[config.mk]
export PLATFORM = sky130hd
export DESIGN_NAME = dma_hold_link
export DESIGN_NICKNAME = d
export VERILOG_FILES = /design/src/rtl/dma_hold_pkg.sv /design/src/rtl/dma_hold_regs.sv /design/src/rtl/dma_hold_seq.sv /design/src/rtl/dma_hold_link.sv
export SDC_FILE = /design/constraint.sdc
export NUM_CORES = 1
export LEC_CHECK = 0
export BUFFER_PORTS_ARGS = -buffer_cell sky130_fd_sc_hd__buf_2
export CORE_UTILIZATION = 45
export DETAILED_ROUTE_END_ITERATION = 16
export GPL_TIMING_DRIVEN = 0
export PLACE_DENSITY = 0.85
export RECOVER_POWER = 50
export SETUP_SLACK_MARGIN = 0.1
export SLEW_MARGIN = 20
export SYNTH_ARGS = -nofsm -noshare
export SYNTH_HDL_FRONTEND = slang
export SYNTH_SLANG_ARGS = --single-unit
[constraint.sdc]
create_clock -name clk -period 1.51 [get_ports clk]
set_input_delay 0.151 -clock clk [delete_from_list [all_inputs] [get_ports clk]]
set_output_delay 0.151 -clock clk [all_outputs]
set_load 0.005 [all_outputs]
[src/rtl/dma_hold_pkg.sv]
package dma_hold_pkg;
  typedef enum logic [2:0] {
    S_IDLE,
    S_HOLD,
    S_BUS,
    S_WAIT,
    S_REL
  } dma_st_t;

  localparam logic [1:0] SEL_ADDR = 2'd0;
  localparam logic [1:0] SEL_CNT  = 2'd1;
  localparam logic [1:0] SEL_CTRL = 2'd2;

  localparam int CTRL_START = 0;
  localparam int CTRL_DIR   = 1;
  localparam int CTRL_CLR   = 2;
endpackage

[src/rtl/dma_hold_regs.sv]
module dma_hold_regs
  import dma_hold_pkg::*;
#(
  parameter int AW = 8,
  parameter int CW = 8
) (
  input  logic          clk,
  input  logic          rst,
  input  logic          cfg_wr,
  input  logic [1:0]    cfg_sel,
  input  logic [AW-1:0] cfg_wdata,
  input  logic          adv_i,
  output logic          en_o,
  output logic          dir_o,
  output logic          irq_o,
  output logic [AW-1:0] addr_o
);
  logic [AW-1:0] addr_q;
  logic [CW-1:0] cnt_q;
  logic [CW-1:0] cnt_nxt;
  logic          cnt_carry;
  logic          en_q, dir_q, irq_q;
  logic          clr_wr;

  assign {cnt_carry, cnt_nxt} = {1'b0, cnt_q} + {{CW{1'b0}}, 1'b1};
  assign clr_wr = cfg_wr && (cfg_sel == SEL_CTRL) && cfg_wdata[CTRL_CLR];

  always_ff @(posedge clk) begin
    if (rst) begin
      addr_q <= '0;
      cnt_q  <= '0;
      en_q   <= 1'b0;
      dir_q  <= 1'b0;
      irq_q  <= 1'b0;
    end else if (en_q) begin
      if (adv_i) begin
        addr_q <= addr_q + 1'b1;
        cnt_q  <= cnt_nxt;
        if (cnt_carry) begin
          en_q  <= 1'b0;
          irq_q <= 1'b1;
        end
      end
    end else if (cfg_wr) begin
      case (cfg_sel)
        SEL_ADDR: addr_q <= cfg_wdata;
        SEL_CNT:  cnt_q  <= cfg_wdata[CW-1:0];
        SEL_CTRL: begin
          if (cfg_wdata[CTRL_CLR]) irq_q <= 1'b0;
          if (cfg_wdata[CTRL_START] && !irq_q) begin
            en_q  <= 1'b1;
            dir_q <= cfg_wdata[CTRL_DIR];
          end
        end
        default: ;
      endcase
    end
  end

  assign en_o   = en_q;
  assign dir_o  = dir_q;
  assign irq_o  = irq_q;
  assign addr_o = addr_q;

  assert_irq_sticky_R8: assert property (@(posedge clk) disable iff (rst)
    (irq_q && !clr_wr) |=> irq_q);
  assert_no_start_pending_R8: assert property (@(posedge clk) disable iff (rst)
    $rose(en_q) |-> !$past(irq_q));
  assert_addr_frozen_R9: assert property (@(posedge clk) disable iff (rst)
    (en_q && !adv_i) |=> $stable(addr_q));
  assert_irq_on_advance_R7: assert property (@(posedge clk) disable iff (rst)
    $rose(irq_q) |-> $past(adv_i));
endmodule

[src/rtl/dma_hold_seq.sv]
module dma_hold_seq
  import dma_hold_pkg::*;
#(
  parameter int AW = 8,
  parameter int DW = 16
) (
  input  logic          clk,
  input  logic          rst,
  input  logic          en_i,
  input  logic          dir_i,
  input  logic [AW-1:0] addr_i,
  input  logic          dev_rdy,
  input  logic [DW-1:0] dev_wdata,
  input  logic          hlda,
  input  logic [DW-1:0] bus_rdata,
  output logic          hold,
  output logic          bus_rd,
  output logic          bus_wr,
  output logic [AW-1:0] bus_addr,
  output logic [DW-1:0] xfer_buf,
  output logic          dev_ack,
  output logic          adv_o
);
  dma_st_t st_q;
  logic    req_q;

  always_ff @(posedge clk) begin
    if (rst) begin
      st_q     <= S_IDLE;
      req_q    <= 1'b0;
      hold     <= 1'b0;
      bus_rd   <= 1'b0;
      bus_wr   <= 1'b0;
      dev_ack  <= 1'b0;
      bus_addr <= '0;
      xfer_buf <= '0;
    end else begin
      bus_rd  <= 1'b0;
      bus_wr  <= 1'b0;
      dev_ack <= 1'b0;
      case (st_q)
        S_IDLE: if (en_i && dev_rdy && !req_q) begin
          req_q <= 1'b1;
          hold  <= 1'b1;
          st_q  <= S_HOLD;
        end
        S_HOLD: if (hlda) begin
          bus_addr <= addr_i;
          st_q     <= S_BUS;
          if (!dir_i) begin
            xfer_buf <= dev_wdata;
            bus_wr   <= 1'b1;
            dev_ack  <= 1'b1;
            req_q    <= 1'b0;
          end else begin
            bus_rd <= 1'b1;
          end
        end
        S_BUS: st_q <= S_WAIT;
        S_WAIT: begin
          hold <= 1'b0;
          st_q <= S_REL;
          if (dir_i) begin
            xfer_buf <= bus_rdata;
            dev_ack  <= 1'b1;
            req_q    <= 1'b0;
          end
        end
        S_REL: if (!hlda) st_q <= S_IDLE;
        default: st_q <= S_IDLE;
      endcase
    end
  end

  assign adv_o = (st_q == S_WAIT);

  assert_strobe_granted_R3: assert property (@(posedge clk) disable iff (rst)
    (bus_rd || bus_wr) |-> (hold && hlda));
  assert_hold_after_release_R6: assert property (@(posedge clk) disable iff (rst)
    $rose(hold) |-> !$past(hlda));
  assert_ack_pulse_R10: assert property (@(posedge clk) disable iff (rst)
    dev_ack |=> (!dev_ack && !req_q));
  assert_strobe_exclusive_R11: assert property (@(posedge clk) disable iff (rst)
    !(bus_rd && bus_wr));
  assert_strobe_single_R11: assert property (@(posedge clk) disable iff (rst)
    (bus_rd || bus_wr) |=> !(bus_rd || bus_wr));
endmodule

[src/rtl/dma_hold_link.sv]
module dma_hold_link
  import dma_hold_pkg::*;
#(
  parameter int AW = 8,
  parameter int DW = 16,
  parameter int CW = 8
) (
  input  logic          clk,
  input  logic          rst,
  input  logic          cfg_wr,
  input  logic [1:0]    cfg_sel,
  input  logic [AW-1:0] cfg_wdata,
  input  logic          dev_rdy,
  input  logic [DW-1:0] dev_wdata,
  output logic          dev_ack,
  output logic [DW-1:0] dev_rdata,
  output logic          hold,
  input  logic          hlda,
  output logic          bus_rd,
  output logic          bus_wr,
  output logic [AW-1:0] bus_addr,
  output logic [DW-1:0] bus_wdata,
  input  logic [DW-1:0] bus_rdata,
  output logic          irq
);
  logic          en_w, dir_w, adv_w;
  logic [AW-1:0] addr_w;
  logic [DW-1:0] buf_w;

  dma_hold_regs #(.AW(AW), .CW(CW)) u_regs (
    .clk(clk), .rst(rst), .cfg_wr(cfg_wr), .cfg_sel(cfg_sel),
    .cfg_wdata(cfg_wdata), .adv_i(adv_w), .en_o(en_w), .dir_o(dir_w),
    .irq_o(irq), .addr_o(addr_w)
  );

  dma_hold_seq #(.AW(AW), .DW(DW)) u_seq (
    .clk(clk), .rst(rst), .en_i(en_w), .dir_i(dir_w), .addr_i(addr_w),
    .dev_rdy(dev_rdy), .dev_wdata(dev_wdata), .hlda(hlda),
    .bus_rdata(bus_rdata), .hold(hold), .bus_rd(bus_rd), .bus_wr(bus_wr),
    .bus_addr(bus_addr), .xfer_buf(buf_w), .dev_ack(dev_ack), .adv_o(adv_w)
  );

  assign bus_wdata = buf_w;
  assign dev_rdata = buf_w;

  initial begin
    assert_cfg_width_R9: assert (CW <= AW && AW >= 3);
  end
endmodule

[Word level (Yosys, flattened, before mapping)]
Cells that the tools add are included.
Storage, ports and cells
  logic and storage cells: 95
  bits of input ports: 47
  output and inout bits: 45
  bits in registers: 51
Operators by class
  mux-type cells: 38
  reduce and logical (&&, ||, !) cells: 26
  eq/ne operators: 13
  bitwise gates (word level): 3
  $add $sub $neg: 2
Operators with widths (number)
  $mux W8: 8
  $mux W16: 3
  $pmux W16 S2: 1
  $mux W1: 19
  $pmux W3 S5: 1
  $reduce_bool A2 Y1: 7
  $reduce_and A5 Y1: 2
  $add A8 B1 Y9 const B: 1
  $mux W3: 3
  $reduce_and A3 Y1: 3
  $add A8 B1 Y8 const B: 1
  $ne A2 B2 Y1 const B: 4
  $reduce_and A4 Y1: 2
  $eq A3 B2 Y1 const B: 2
  $ne A2 B1 Y1 const B: 3
  $pmux W1 S2: 2
  $reduce_and A2 Y1: 2
  $eq A3 B1 Y1 const B: 1
  $eq A3 B3 Y1 const B: 1
  $logic_and A1 B1 Y1: 3
  $logic_not A3 Y1: 1
  $not A1 Y1: 3
  $pmux W1 S3: 1
  $reduce_bool A3 Y1: 1
  6 further kinds: 7

[Longest topological paths before layout]
Gate-level depths: netlist of run 1.
  depth after elaboration: 6
  depth in mapped cells: 7
  depth with buffers taken out: 5

[Modules after synthesis]
A second synthesis of run 1 with hierarchy kept.
Unflattened totals
  cells, all modules: 304
  area total of the unflattened synthesis: 2756.4 um^2
Modules (own cells, without submodules)
  dma_hold_seq: area each 1433.9 um^2, cells an instance 150, seq. area each 640.6 um^2, instances 1
  dma_hold_regs: area each 1202.4 um^2, cells an instance 138, seq. area each 380.4 um^2, instances 1
  dma_hold_link: area each 120.1 um^2, cells an instance 16, seq. area each 0.0 um^2, instances 1

[Worst setup path before layout of run 1]
Ideal clock, no wire load.
  path kind: reg-to-reg
  start: register u_seq.st_q[1]
  end: register u_regs.addr_q[0] (netlist: u_regs.addr_o[0])
  path slack: 0.105 ns
  arrival time: 1.317 ns
  cell stages (with the launch flop): 7
  setup time: 0.088 ns
  data required time: 1.422 ns
  path buffers: 3
  cells stage by stage: dfxtp_1 > buf_2 > and3b_1 > buf_6 > a22o_4 > buf_6 > a311oi_2
On the way
  longest elaborated chain between the ends: 3
RTL lines
  start: declaration: RTL line dma_hold_seq.sv:24  | dma_st_t st_q;
  start signal: assignment: RTL line dma_hold_seq.sv:29  | st_q <= S_IDLE;
  start signal: assignment: RTL line dma_hold_seq.sv:45  | st_q <= S_HOLD;
  start signal: assignment: RTL line dma_hold_seq.sv:49  | st_q <= S_BUS;
  $eq A3 B2 Y1: RTL line dma_hold_seq.sv:75  | assign adv_o = (st_q == S_WAIT);
  $ne A2 B2 Y1 (no line)
  $reduce_and A3 Y1 (no line)
  end signal: assignment: RTL line dma_hold_regs.sv:37  | addr_q <= addr_q + 1'b1;
  end signal: assignment: RTL line dma_hold_regs.sv:46  | SEL_ADDR: addr_q <= cfg_wdata;
  end: declaration: RTL line dma_hold_regs.sv:18  | logic [AW-1:0] addr_q;
Every way passes these cells.
A chain may end at the register's enable or synchronous reset.

[Final worst setup path of run 1]
  start: register u_seq.st_q[1]
  end: register u_seq.xfer_buf[3]
On the way
  longest elaborated chain between the ends: 3
RTL lines
  $eq A3 B1 Y1 / $eq A3 B2 Y1 (equally long branches): RTL line dma_hold_seq.sv:41  | case (st_q)
  $ne A2 B2 Y1 (no line), or another cell as far along
  $reduce_and A4 Y1 (no line)
  end signal: assignment: RTL line dma_hold_seq.sv:51  | xfer_buf <= dev_wdata;
  end signal: assignment: RTL line dma_hold_seq.sv:64  | xfer_buf <= bus_rdata;
  end: declaration: RTL line dma_hold_seq.sv:20  | output logic [DW-1:0] xfer_buf,
Several ways; a longest one is shown, not always the timed one.

==> impl_metrics.prom, run 1 <==
# TYPE chip_impl_metric gauge
chip_impl_metric{name="cts_num_sinks",unit=""} 51
chip_impl_metric{name="remaining_overflow_grt",unit=""} 0
chip_impl_info{name="clockRootBuffer",value="sky130_fd_sc_hd__clkbuf_8"} 1
chip_impl_info{name="synth_top_flop_cell",value="sky130_fd_sc_hd__dfxtp_1"} 1
chip_impl_metric{name="grt_start_max_net_pins",unit=""} 17
chip_impl_metric{name="post_route_utilization",unit="%"} 67.8
chip_impl_metric{name="timing.final.ws_setup",unit="ps"} -60.7
chip_impl_metric{name="ant_nets",unit=""} 0
chip_impl_metric{name="die_area",unit="sq um"} 6260
chip_impl_metric{name="place_hpwl",unit="microns"} 5210
chip_impl_metric{name="final_net_count",unit=""} 486
chip_impl_metric{name="postSynthAreaPerCell",unit="sq um"} 8.36
chip_impl_info{name="critPathCaptureType",value="flip-flop"} 1
chip_impl_metric{name="avgViaCountPerCell",unit=""} 5.60
chip_impl_metric{name="grt_util_met2",unit="%"} 44.3
chip_impl_metric{name="slew-limit-headroom",unit="%"} 54.4
chip_impl_metric{name="coreArea",unit="sq um"} 5610
chip_impl_metric{name="syn2layout_area_growth",unit="%"} 42.2
chip_impl_metric{name="global_route_usage_over_all_layers",unit="%"} 24.2
chip_impl_metric{name="grt_pass1_vias",unit=""} 2622
chip_impl_metric{name="cts_made_buffers",unit=""} 5
chip_impl_metric{name="number_of_cells_produced_by_synthesis",unit=""} 320
chip_impl_metric{name="worst-r2r-setup-slack",unit="ps"} -60
chip_impl_metric{name="wire_per_inst",unit="microns"} 15.5
chip_impl_info{name="violations",value="setup timing"} 1
chip_impl_metric{name="synth_edf_count",unit=""} 0
chip_impl_metric{name="post_layout_nonfiller_instances",unit=""} 510
chip_impl_info{name="grt_setup_unrepaired",value="true"} 1
chip_impl_metric{name="power.density",unit="nW/um^2"} 760
chip_impl_metric{name="synth-seq-area-share",unit="%"} 38.1
chip_impl_metric{name="die_width",unit="microns"} 79.1
chip_impl_metric{name="setup-violations-final",unit=""} 6
chip_impl_metric{name="worstPathArrival",unit="ps"} 1770
chip_impl_metric{name="clk-insertion-delay-late",unit="ps"} 310
chip_impl_metric{name="drt-initial-drc-count",unit=""} 152
chip_impl_metric{name="synth_fp_nets",unit=""} 369
chip_impl_metric{name="dp.cells",unit=""} 482
chip_impl_metric{name="grt_util_met1",unit="%"} 28.5
chip_impl_metric{name="fmax",unit="MHz"} 637
chip_impl_metric{name="seq_area",unit="sq um"} 1040
chip_impl_info{name="cp-start-kind",value="flip-flop"} 1
chip_impl_metric{name="floorplan.rows",unit=""} 27
chip_impl_info{name="busiest_layer",value="met2"} 1
chip_impl_metric{name="finalMaxSlewViolations",unit=""} 0
chip_impl_metric{name="power.ir.vdd_worst",unit="V"} 0.000525
chip_impl_metric{name="grt_pass1_wl",unit="microns"} 12100
chip_impl_metric{name="global_route.usage.met3",unit="%"} 4.94
chip_impl_metric{name="io_buffer_count",unit=""} 90
chip_impl_metric{name="crit_required",unit="ps"} 1710
chip_impl_metric{name="floorplan.die.height",unit="microns"} 79.1
chip_impl_metric{name="maxCapViolations",unit=""} 0
chip_impl_metric{name="min_period",unit="ps"} 1570
chip_impl_metric{name="clock_tree.buffer_depth",unit=""} 2
chip_impl_metric{name="vias",unit=""} 2858
chip_impl_metric{name="cts.clk_slew.worst_paths",unit="ps"} 100
chip_impl_metric{name="synthDistinctLibCells",unit=""} 50
chip_impl_metric{name="syn-cell-area",unit="sq um"} 2680
chip_impl_metric{name="p_leak",unit="uW"} 0.00155
chip_impl_metric{name="drc",unit=""} 0
chip_impl_metric{name="final_layout_size_suffix_gt1_share",unit="%"} 47.7
chip_impl_info{name="tritoncts",value="built"} 1
chip_impl_info{name="layout_common_cells",value="77 x sky130_fd_sc_hd__buf_2, 58 x sky130_fd_sc_hd__nand2_1, 39 x sky130_fd_sc_hd__dfxtp_1, 23 x sky130_fd_sc_hd__buf_4, 22 x sky130_fd_sc_hd__a21oi_1"} 1
chip_impl_metric{name="ys.warnings.count",unit=""} 0
chip_impl_metric{name="worst_slew_pin_slew",unit="ps"} 683
chip_impl_metric{name="antennaDiodeCount",unit=""} 0
chip_impl_metric{name="synth-seq-cells",unit=""} 51
chip_impl_info{name="run_status",value="complete, but fails checks"} 1
chip_impl_metric{name="antenna_violations_before_repair",unit=""} 0
chip_impl_metric{name="layout_worst_path_cycle_share",unit="%"} 104
chip_impl_metric{name="detail_route.first_pass.iterations",unit=""} 4
chip_impl_metric{name="fin_skew",unit="ps"} 8.09
chip_impl_metric{name="hold_buf_count_cts",unit=""} 0
chip_impl_info{name="min-delay-path-class",value="in2reg"} 1
chip_impl_metric{name="drt-total-wl",unit="microns"} 7890
chip_impl_metric{name="top_level_ports",unit=""} 92
chip_impl_metric{name="htreeDepth",unit=""} 2
chip_impl_metric{name="multi_input_area",unit="sq um"} 1610
chip_impl_metric{name="num-fill-cells",unit=""} 435
chip_impl_metric{name="report.final.hold_viol_count",unit=""} 0
chip_impl_info{name="timing_worst_setup_path_type",value="reg2reg"} 1
chip_impl_metric{name="timing.critical_path.fanout_max",unit=""} 7
chip_impl_metric{name="fraction_of_synthesis_flops_using_an_asynchronous_set_or_reset_pin",unit="%"} 0
chip_impl_info{name="mostFrequentLayoutCell",value="sky130_fd_sc_hd__buf_2"} 1
chip_impl_metric{name="floorplan.initialDensity",unit="%"} 47.7
chip_impl_metric{name="globalplace.congestion",unit=""} 0.885
## final cells by class
cell class / count / share of cell area (%)
sequential: 51 / 27.3
multi-input combinational: 227 / 42.2
clock buffer: 5 / 1.81
buffer: 39 / 8.45
clock inverter: 3 / 1.15
timing repair buffer: 110 / 16.4
tap: 72 / 2.37
inverter: 3 / 0.296
## per-layer routing
metal	part of all wire [%]	vias up
li1	-	1367
met1	40	1344
met2	50	136
met3	8.3	11
met4	1.3	0
met5	0	-
## per-stage QoR
stage	cell area, sq um	setup TNS, ps	worst slack, ps	hold WS [ps]	total power, uW
2_1_floorplan	2680	0	105	263	1690
3_3_place_gp	3220	-747	-130	393	1840
3_5_place_dp	3220	-1320	-149	404	1850
4_1_cts	3600	-11.9	-8.29	74.6	2860
5_1_grt	3800	-930	-135	84.8	3020
6_report	3800	-114	-60.7	94.2	2890
## report_power, final
| group | switching (uW) | internal [uW] |
|---|---|---|
| clock network | 475 | 494 |
| logic | 243 | 243 |
| registers | 44.4 | 1390 |
| total | 763 | 2130 |
## repair_timing
item                                    CTS  global route
setup buffers                            11             7
cloned                                    2             0
resized for setup                        57            55
endpoints found under the setup margin   47            46
pin swaps                                27            18
## synth_stat cells (all sizes together) (5+ instances only)
cell     n  area share (%)
nand3    5            0.93
nand2   60             8.4
nor2b    9             2.1
nor3     8             1.5
a21oi   28             5.7
clkbuf   9             1.3
o21ai   19             3.6
a311oi  19             9.5
nor2    24             3.4
dfxtp   51              38
buf     30             8.1
## kinds of logic (layout without fill, tap and decap cells)
logic type                 count (synthesis)  after routing  share of synthesized area [%]
buffers and inverters                     42            160                           9.77
muxes                                      4              4                           1.50
adders and majority gates                  2              2                          0.935
AOI/OAI and AO/OA                         88             88                           25.9
DFF                                       51             51                           38.1
and+or+nand+nor                          133            133                           23.7
## sequential cells by signal, indices dropped and copies added, names as in the netlist
name and cells:
u_regs.en_o 1, u_seq.st_q 3, u_seq.dev_ack 1, u_seq.req_q 1, u_seq.xfer_buf 16, u_regs.dir_o 1
u_seq.bus_rd 1, u_seq.bus_wr 1, u_seq.bus_addr 8, u_regs.addr_o 8, u_seq.hold 1, u_regs.irq_o 1
u_regs.cnt_q 8
## path summary, 6_finish.rpt
kind,end,start,cells past startpoint
worst max register to register,u_seq.xfer_buf[3],u_seq.st_q[1],8
worst min register to register,u_seq.bus_addr[3],u_seq.bus_addr[3],2
worst min-delay path,u_seq.xfer_buf[4],dev_wdata[4],3
worst max-delay path,u_seq.xfer_buf[3],u_seq.st_q[1],8
## worst max-delay path, cell delays in order, from the launching register on
cell,delay (ps)
sky130_fd_sc_hd__dfxtp_2,340
sky130_fd_sc_hd__buf_6,120
sky130_fd_sc_hd__buf_4,140
sky130_fd_sc_hd__nand2_1,130
sky130_fd_sc_hd__a21oi_4,90
sky130_fd_sc_hd__buf_12,140
sky130_fd_sc_hd__buf_8,130
sky130_fd_sc_hd__buf_6,120
sky130_fd_sc_hd__a311oi_1,240
Power figures use the tool's default switching activity.
==> run 2, diff against run 1 <==
--- a/config.mk
+++ b/config.mk
@@ -6,10 +6,12 @@
 export NUM_CORES = 1
 export LEC_CHECK = 0
 export BUFFER_PORTS_ARGS = -buffer_cell sky130_fd_sc_hd__buf_2
-export CORE_UTILIZATION = 45
+export CELL_PAD_IN_SITES_DETAIL_PLACEMENT = 1
+export CELL_PAD_IN_SITES_GLOBAL_PLACEMENT = 2
+export CORE_UTILIZATION = 25
 export DETAILED_ROUTE_END_ITERATION = 16
 export GPL_TIMING_DRIVEN = 0
-export PLACE_DENSITY = 0.85
+export PLACE_DENSITY = 0.84
 export RECOVER_POWER = 50
 export SETUP_SLACK_MARGIN = 0.1
 export SLEW_MARGIN = 20
==> impl_metrics.prom, run 2 (same netlist as run 1, synthesis figures left out) <==
# TYPE chip_impl_metric gauge
chip_impl_metric{name="cts.clk_slew.worst_paths",unit="ps"} 100
chip_impl_metric{name="setup-violations-final",unit=""} 10
chip_impl_metric{name="cts_made_buffers",unit=""} 5
chip_impl_metric{name="floorplan.die.height",unit="microns"} 105
chip_impl_info{name="cp-start-kind",value="flip-flop"} 1
chip_impl_metric{name="antennaDiodeCount",unit=""} 0
chip_impl_info{name="worst_r2r_startpoint",value="u_regs.dir_o"} 1
chip_impl_metric{name="maxCapViolations",unit=""} 0
chip_impl_info{name="min-delay-path-class",value="in2reg"} 1
chip_impl_metric{name="power.ir.vdd_worst",unit="V"} 0.000336
chip_impl_info{name="mostFrequentLayoutCell",value="sky130_fd_sc_hd__buf_2"} 1
chip_impl_metric{name="timing.final.ws_setup",unit="ps"} -18.2
chip_impl_metric{name="setup_total_negative_slack",unit="ps"} -125
chip_impl_metric{name="wire_per_inst",unit="microns"} 16.2
chip_impl_metric{name="grt_start_max_net_pins",unit=""} 18
chip_impl_metric{name="floorplan.initialDensity",unit="%"} 25.8
chip_impl_metric{name="syn2layout_area_growth",unit="%"} 47.1
chip_impl_metric{name="drt-total-wl",unit="microns"} 9400
chip_impl_metric{name="slew-limit-headroom",unit="%"} 50.6
chip_impl_metric{name="crit_required",unit="ps"} 1690
chip_impl_metric{name="globalplace.congestion",unit=""} 0.818
chip_impl_metric{name="post_layout_nonfiller_instances",unit=""} 579
chip_impl_metric{name="die_area",unit="sq um"} 11100
chip_impl_info{name="critical_path.startpoint",value="u_regs.dir_o"} 1
chip_impl_metric{name="worst_slew_pin_slew",unit="ps"} 741
chip_impl_metric{name="avgViaCountPerCell",unit=""} 4.86
chip_impl_metric{name="place_hpwl",unit="microns"} 6400
chip_impl_metric{name="power.density",unit="nW/um^2"} 752
chip_impl_metric{name="grt_pass1_vias",unit=""} 2873
chip_impl_info{name="layout_common_cells",value="80 x sky130_fd_sc_hd__buf_2, 58 x sky130_fd_sc_hd__nand2_1, 39 x sky130_fd_sc_hd__dfxtp_1, 27 x sky130_fd_sc_hd__buf_4, 24 x sky130_fd_sc_hd__a21oi_1"} 1
chip_impl_metric{name="clk-insertion-delay-late",unit="ps"} 320
chip_impl_metric{name="floorplan.rows",unit=""} 37
chip_impl_info{name="tritoncts",value="built"} 1
chip_impl_metric{name="ant_nets",unit=""} 0
chip_impl_metric{name="die_width",unit="microns"} 105
chip_impl_metric{name="cts_num_sinks",unit=""} 51
chip_impl_metric{name="largest_reg_flops",unit=""} 16
chip_impl_info{name="violations",value="setup timing"} 1
chip_impl_metric{name="detail_route.first_pass.iterations",unit=""} 4
chip_impl_info{name="critPathCaptureType",value="flip-flop"} 1
chip_impl_metric{name="layout_worst_path_cycle_share",unit="%"} 101
chip_impl_info{name="worst_hold_startpoint",value="cfg_wdata[2]"} 1
chip_impl_metric{name="htreeDepth",unit=""} 2
chip_impl_metric{name="p_leak",unit="uW"} 0.00159
chip_impl_metric{name="fin_skew",unit="ps"} 10.2
chip_impl_metric{name="num-fill-cells",unit=""} 1285
chip_impl_metric{name="fmax",unit="MHz"} 654
chip_impl_metric{name="io_buffer_count",unit=""} 90
chip_impl_metric{name="grt_pass1_wl",unit="microns"} 14600
chip_impl_metric{name="dp.cells",unit=""} 546
chip_impl_metric{name="global_route_usage_over_all_layers",unit="%"} 16.5
chip_impl_info{name="run_status",value="complete, but fails checks"} 1
chip_impl_metric{name="clock_tree.buffer_depth",unit=""} 2
chip_impl_metric{name="min_period",unit="ps"} 1530
chip_impl_metric{name="drt-initial-drc-count",unit=""} 90
chip_impl_metric{name="vias",unit=""} 2815
chip_impl_metric{name="final_net_count",unit=""} 491
chip_impl_metric{name="top_level_ports",unit=""} 92
chip_impl_metric{name="hold_buf_count_cts",unit=""} 0
chip_impl_info{name="clockRootBuffer",value="sky130_fd_sc_hd__clkbuf_8"} 1
chip_impl_metric{name="finalMaxSlewViolations",unit=""} 0
chip_impl_metric{name="worst-r2r-setup-slack",unit="ps"} -20
chip_impl_metric{name="drc",unit=""} 0
chip_impl_metric{name="timing.critical_path.fanout_max",unit=""} 6
chip_impl_info{name="largest_register",value="u_seq.xfer_buf"} 1
chip_impl_metric{name="coreArea",unit="sq um"} 10400
chip_impl_metric{name="remaining_overflow_grt",unit=""} 0
chip_impl_metric{name="worstPathArrival",unit="ps"} 1710
chip_impl_metric{name="final_layout_size_suffix_gt1_share",unit="%"} 47.4
chip_impl_metric{name="antenna_violations_before_repair",unit=""} 0
chip_impl_info{name="timing_worst_setup_path_type",value="reg2reg"} 1
chip_impl_metric{name="report.final.hold_viol_count",unit=""} 0
chip_impl_info{name="grt_setup_unrepaired",value="true"} 1
==> run 2: cell types whose count changed in the layout (fill, tap and decap cells not counted), moves of 2 or more <==
cell / before / now
sky130_fd_sc_hd__a21oi_1: 22 / 24
sky130_fd_sc_hd__a21oi_2: 5 / 3
sky130_fd_sc_hd__buf_2: 77 / 80
sky130_fd_sc_hd__buf_4: 23 / 27
sky130_fd_sc_hd__buf_6: 15 / 7
sky130_fd_sc_hd__buf_8: 2 / 6
sky130_fd_sc_hd__nor2_2: 6 / 8
sky130_fd_sc_hd__nor2_4: 4 / 1
sky130_fd_sc_hd__o21ai_0: 11 / 7
sky130_fd_sc_hd__o21ai_1: 4 / 8
==> run 2: worst max-delay path: stages (launching register included) <==
cell and delay, ps:
sky130_fd_sc_hd__dfxtp_4 350, sky130_fd_sc_hd__or3b_4 410, sky130_fd_sc_hd__a21oi_4 170, sky130_fd_sc_hd__buf_12 160, sky130_fd_sc_hd__buf_8 120, sky130_fd_sc_hd__buf_12 110, sky130_fd_sc_hd__a311oi_2 70
==> run 2: final timing paths <==
kind,end,cells past startpoint
min,u_regs.irq_o,2
max,u_seq.xfer_buf[6],6
min reg2reg,u_seq.bus_addr[6],2
max reg2reg,u_seq.xfer_buf[6],6
==> run 2: repair_timing <==
item                       4_1_cts  5_1_grt
resized for setup               64       38
buffers inserted                12       11
gates cloned                     3        0
pin swaps                       28       16
setup endpoints to repair       49       45
==> run 2: stage by stage <==
stage	cell area, sq um	total power, uW	hold WS, ps	setup WS [ps]	utilization, %
6_report	3940	2960	44.3	-18.2	38.0
5_1_grt	3940	3100	46.9	-73.9	38.0
4_1_cts	3780	2960	45.1	-32.1	36.4
3_5_place_dp	3300	1870	375	-244	31.8
3_3_place_gp	3300	1850	376	-216	31.8
2_1_floorplan	2680	1690	263	105	-
==> run 2: final cells by class <==
type	count	area [sq um]	share of cell area (%)
well taps	136	170	4.32
inverters	3	11.3	0.286
plain buffers	39	323	8.20
clock buffers	5	68.8	1.75
multi-input cells	227	1590	40.3
repair buffers	115	689	17.5
clock inverters	3	46.3	1.18
flip-flops and latches	51	1040	26.4
==> run 2: per-layer routing <==
| metal | track usage [%] | wire [microns] | up-vias |
|---|---|---|---|
| li1 | - | - | 1367 |
| met1 | 20.2 | 4080 | 1354 |
| met2 | 29.8 | 4630 | 85 |
| met3 | 3.03 | 568 | 9 |
| met4 | 3.72 | 121 | 0 |
| met5 | 0 | 0 | - |
==> run 2: power by group <==
group,switching [uW],internal [uW]
Sequential,44.5,1390
Combinational,248,253
Clock,525,501
==> run 3, diff against run 2 <==
--- a/config.mk
+++ b/config.mk
@@ -8,6 +8,7 @@
 export BUFFER_PORTS_ARGS = -buffer_cell sky130_fd_sc_hd__buf_2
 export CELL_PAD_IN_SITES_DETAIL_PLACEMENT = 1
 export CELL_PAD_IN_SITES_GLOBAL_PLACEMENT = 2
+export CORE_ASPECT_RATIO = 0.5
 export CORE_UTILIZATION = 25
 export DETAILED_ROUTE_END_ITERATION = 16
 export GPL_TIMING_DRIVEN = 0
==> impl_metrics.prom, run 3 (same netlist as run 1, synthesis figures left out) <==
# TYPE chip_impl_metric gauge
chip_impl_info{name="run_status",value="complete, no violations"} 1
chip_impl_metric{name="clock_tree.buffer_depth",unit=""} 2
chip_impl_info{name="min-delay-path-class",value="in2reg"} 1
chip_impl_metric{name="p_leak",unit="uW"} 0.00159
chip_impl_metric{name="crit_required",unit="ps"} 1660
chip_impl_metric{name="switching_share",unit="%"} 25.6
chip_impl_metric{name="vias",unit=""} 2760
chip_impl_metric{name="min_delay_path_depth",unit=""} 2
chip_impl_info{name="timing.rr.end",value="u_seq.xfer_buf[8]"} 1
chip_impl_metric{name="dp.cells",unit=""} 550
chip_impl_metric{name="multi_input_area",unit="sq um"} 1620
chip_impl_info{name="clockRootBuffer",value="sky130_fd_sc_hd__clkbuf_16"} 1
chip_impl_info{name="largest_register",value="u_seq.xfer_buf"} 1
chip_impl_metric{name="maxCapViolations",unit=""} 0
chip_impl_metric{name="largest_reg_flops",unit=""} 16
chip_impl_metric{name="wire_per_inst",unit="microns"} 15.5
chip_impl_metric{name="dpl_worst_slack",unit="ps"} -243
chip_impl_metric{name="finalMaxSlewViolations",unit=""} 0
chip_impl_info{name="critical-path-slowest-cell",value="sky130_fd_sc_hd__or3b_4"} 1
chip_impl_metric{name="slew-limit-headroom",unit="%"} 45.7
chip_impl_metric{name="report.final.hold_viol_count",unit=""} 0
chip_impl_info{name="critical_path.startpoint",value="u_regs.dir_o"} 1
chip_impl_info{name="crit_path_cell_trace",value="or3b_4 -> a21oi_4 -> buf_12 -> buf_8 -> buf_12 -> a311oi_2"} 1
chip_impl_metric{name="route.met3.wl",unit="microns"} 467
chip_impl_metric{name="avgViaCountPerCell",unit=""} 4.74
chip_impl_metric{name="timing.critical_path.fanout_max",unit=""} 7
chip_impl_info{name="cp-start-kind",value="flip-flop"} 1
chip_impl_metric{name="post_layout_nonfiller_instances",unit=""} 582
chip_impl_metric{name="power_report.internal_total",unit="uW"} 2430
chip_impl_metric{name="globalplace.congestion",unit=""} 0.745
chip_impl_info{name="worst_hold_path.endpoint",value="u_regs.irq_o"} 1
chip_impl_info{name="dr.max_layer_used",value="met4"} 1
chip_impl_metric{name="wl_met1",unit="microns"} 4200
chip_impl_metric{name="grt_pass1_vias",unit=""} 2656
chip_impl_metric{name="power.ir.vdd_worst",unit="V"} 0.000396
chip_impl_metric{name="reg2reg_depth",unit=""} 6
chip_impl_metric{name="power.combinational.fraction",unit="%"} 15.3
chip_impl_metric{name="worstPathArrival",unit="ps"} 1650
chip_impl_metric{name="seq_area",unit="sq um"} 1040
chip_impl_metric{name="place_hpwl",unit="microns"} 6090
chip_impl_metric{name="syn2layout_area_growth",unit="%"} 50.5
chip_impl_metric{name="remaining_overflow_grt",unit=""} 0
chip_impl_metric{name="cts.clk_slew.worst_paths",unit="ps"} 70
chip_impl_metric{name="die_area",unit="sq um"} 11100
chip_impl_metric{name="power.density",unit="nW/um^2"} 812
chip_impl_metric{name="crit_path_max_incr_delay",unit="ps"} 390
chip_impl_metric{name="antennaDiodeCount",unit=""} 0
chip_impl_metric{name="drt-total-wl",unit="microns"} 9000
chip_impl_metric{name="ant_nets",unit=""} 0
chip_impl_metric{name="fmax",unit="MHz"} 669
chip_impl_info{name="worst_hold_startpoint",value="cfg_wdata[2]"} 1
chip_impl_info{name="layout_common_cells",value="73 x sky130_fd_sc_hd__buf_2, 57 x sky130_fd_sc_hd__nand2_1, 40 x sky130_fd_sc_hd__dfxtp_1, 29 x sky130_fd_sc_hd__buf_4, 23 x sky130_fd_sc_hd__clkbuf_1"} 1
chip_impl_metric{name="floorplan.initialDensity",unit="%"} 26.0
chip_impl_metric{name="min_period",unit="ps"} 1490
chip_impl_metric{name="die_width",unit="microns"} 148
chip_impl_metric{name="clk-insertion-delay-late",unit="ps"} 300
chip_impl_metric{name="global_route_usage_over_all_layers",unit="%"} 15.7
chip_impl_metric{name="detail_route.first_pass.iterations",unit=""} 4
chip_impl_metric{name="layout_worst_path_cycle_share",unit="%"} 99.0
chip_impl_info{name="critPathCaptureType",value="flip-flop"} 1
chip_impl_metric{name="num-fill-cells",unit=""} 1228
chip_impl_metric{name="drc",unit=""} 0
chip_impl_metric{name="final_net_count",unit=""} 490
chip_impl_metric{name="coreArea",unit="sq um"} 10300
chip_impl_metric{name="floorplan.die.height",unit="microns"} 75.2
chip_impl_info{name="mostFrequentLayoutCell",value="sky130_fd_sc_hd__buf_2"} 1
chip_impl_metric{name="share_clk_of_total_power",unit="%"} 40.8
chip_impl_metric{name="dr_wl_met2",unit="microns"} 4280
chip_impl_metric{name="power.sequential.fraction",unit="%"} 43.9
chip_impl_metric{name="top_level_ports",unit=""} 92
chip_impl_metric{name="htreeDepth",unit=""} 2
chip_impl_info{name="critPathMostFrequentCell",value="sky130_fd_sc_hd__buf_12"} 1
chip_impl_metric{name="grt_pass1_wl",unit="microns"} 13400
chip_impl_metric{name="io_buffer_count",unit=""} 90
chip_impl_metric{name="worst-r2r-setup-slack",unit="ps"} 20
chip_impl_metric{name="grt_start_max_net_pins",unit=""} 18
chip_impl_info{name="timing_worst_setup_path_type",value="reg2reg"} 1
chip_impl_info{name="grt_setup_unrepaired",value="true"} 1
chip_impl_metric{name="final_layout_size_suffix_gt1_share",unit="%"} 47.1
chip_impl_metric{name="timing.final.ws_setup",unit="ps"} 15.3
chip_impl_metric{name="floorplan.rows",unit=""} 26
chip_impl_metric{name="fin_skew",unit="ps"} 6.49
chip_impl_metric{name="net_load_switching_power",unit="uW"} 838
chip_impl_info{name="worst_r2r_startpoint",value="u_regs.dir_o"} 1
chip_impl_metric{name="worst_slew_pin_slew",unit="ps"} 815
chip_impl_metric{name="cts_made_buffers",unit=""} 5
chip_impl_metric{name="setup-violations-final",unit=""} 0
chip_impl_metric{name="drt-initial-drc-count",unit=""} 128
chip_impl_metric{name="worst_hold_slack",unit="ps"} 64.0
chip_impl_metric{name="cts_num_sinks",unit=""} 51
chip_impl_info{name="tritoncts",value="built"} 1
chip_impl_metric{name="antenna_violations_before_repair",unit=""} 0
## run 3: timing repair
| item | in CTS | in global routing |
|---|---|---|
| pin swaps | 20 | 29 |
| hold buffers | 0 | 0 |
| resized for setup | 56 | 50 |
| setup endpoints to repair | 48 | 46 |
| setup buffers | 10 | 12 |
| gates cloned | 3 | 1 |
## run 3: final cells by class
cell class | count | area share (%)
Inverter | 3 | 0.280
Sequential cell | 51 | 25.8
Multi-Input combinational cell | 227 | 40.2
Clock inverter | 3 | 1.15
Clock buffer | 5 | 3.11
Timing Repair Buffer | 116 | 17.5
Buffer | 37 | 7.58
Tap cell | 140 | 4.35
## run 3: worst max-delay path by stage
stage / to / slack [ps]
2_1_floorplan: u_regs.addr_o[0] / 100
3_3_place_gp: u_regs.addr_o[4] / -230
3_5_place_dp: u_regs.addr_o[4] / -240
4_1_cts: u_seq.xfer_buf[9] / -40
5_1_grt: u_regs.addr_o[7] / -50
6_report: u_seq.xfer_buf[8] / 20
## run 3: critical path: cells and delay by family, from the launching register on
family | cells | cell delay (ps)
AOI/OAI and AO/OA | 2 | 230
buffers and inverters | 3 | 390
DFF | 1 | 350
and+or+nand+nor | 1 | 390
## run 3: routing by layer
metal | vias to the layer above | track usage [%]
li1 | 1366 | -
met5 | - | 0
met1 | 1323 | 19.5
met3 | 5 | 3.45
met4 | 0 | 3.55
met2 | 66 | 28.1
## run 3: through the flow
step	power [uW]	utilization, %	setup TNS (ps)	instance area (sq um)
after floorplan	1690	-	0	2680
after global placement	1860	32.0	-3680	3300
after detailed placement	1860	32.0	-3590	3300
after CTS	3280	36.8	-344	3800
after global routing	3440	39.1	-333	4030
final	3270	39.1	0	4030
## run 3: power by group through the flow
stage               clock network, uW  registers [uW]  logic, uW
finish                           1340            1430        499
global route                     1450            1440        547
CTS                              1390            1430        463
detailed placement                  0            1460        403
global placement                    0            1460        397
floorplan                           0            1450        238
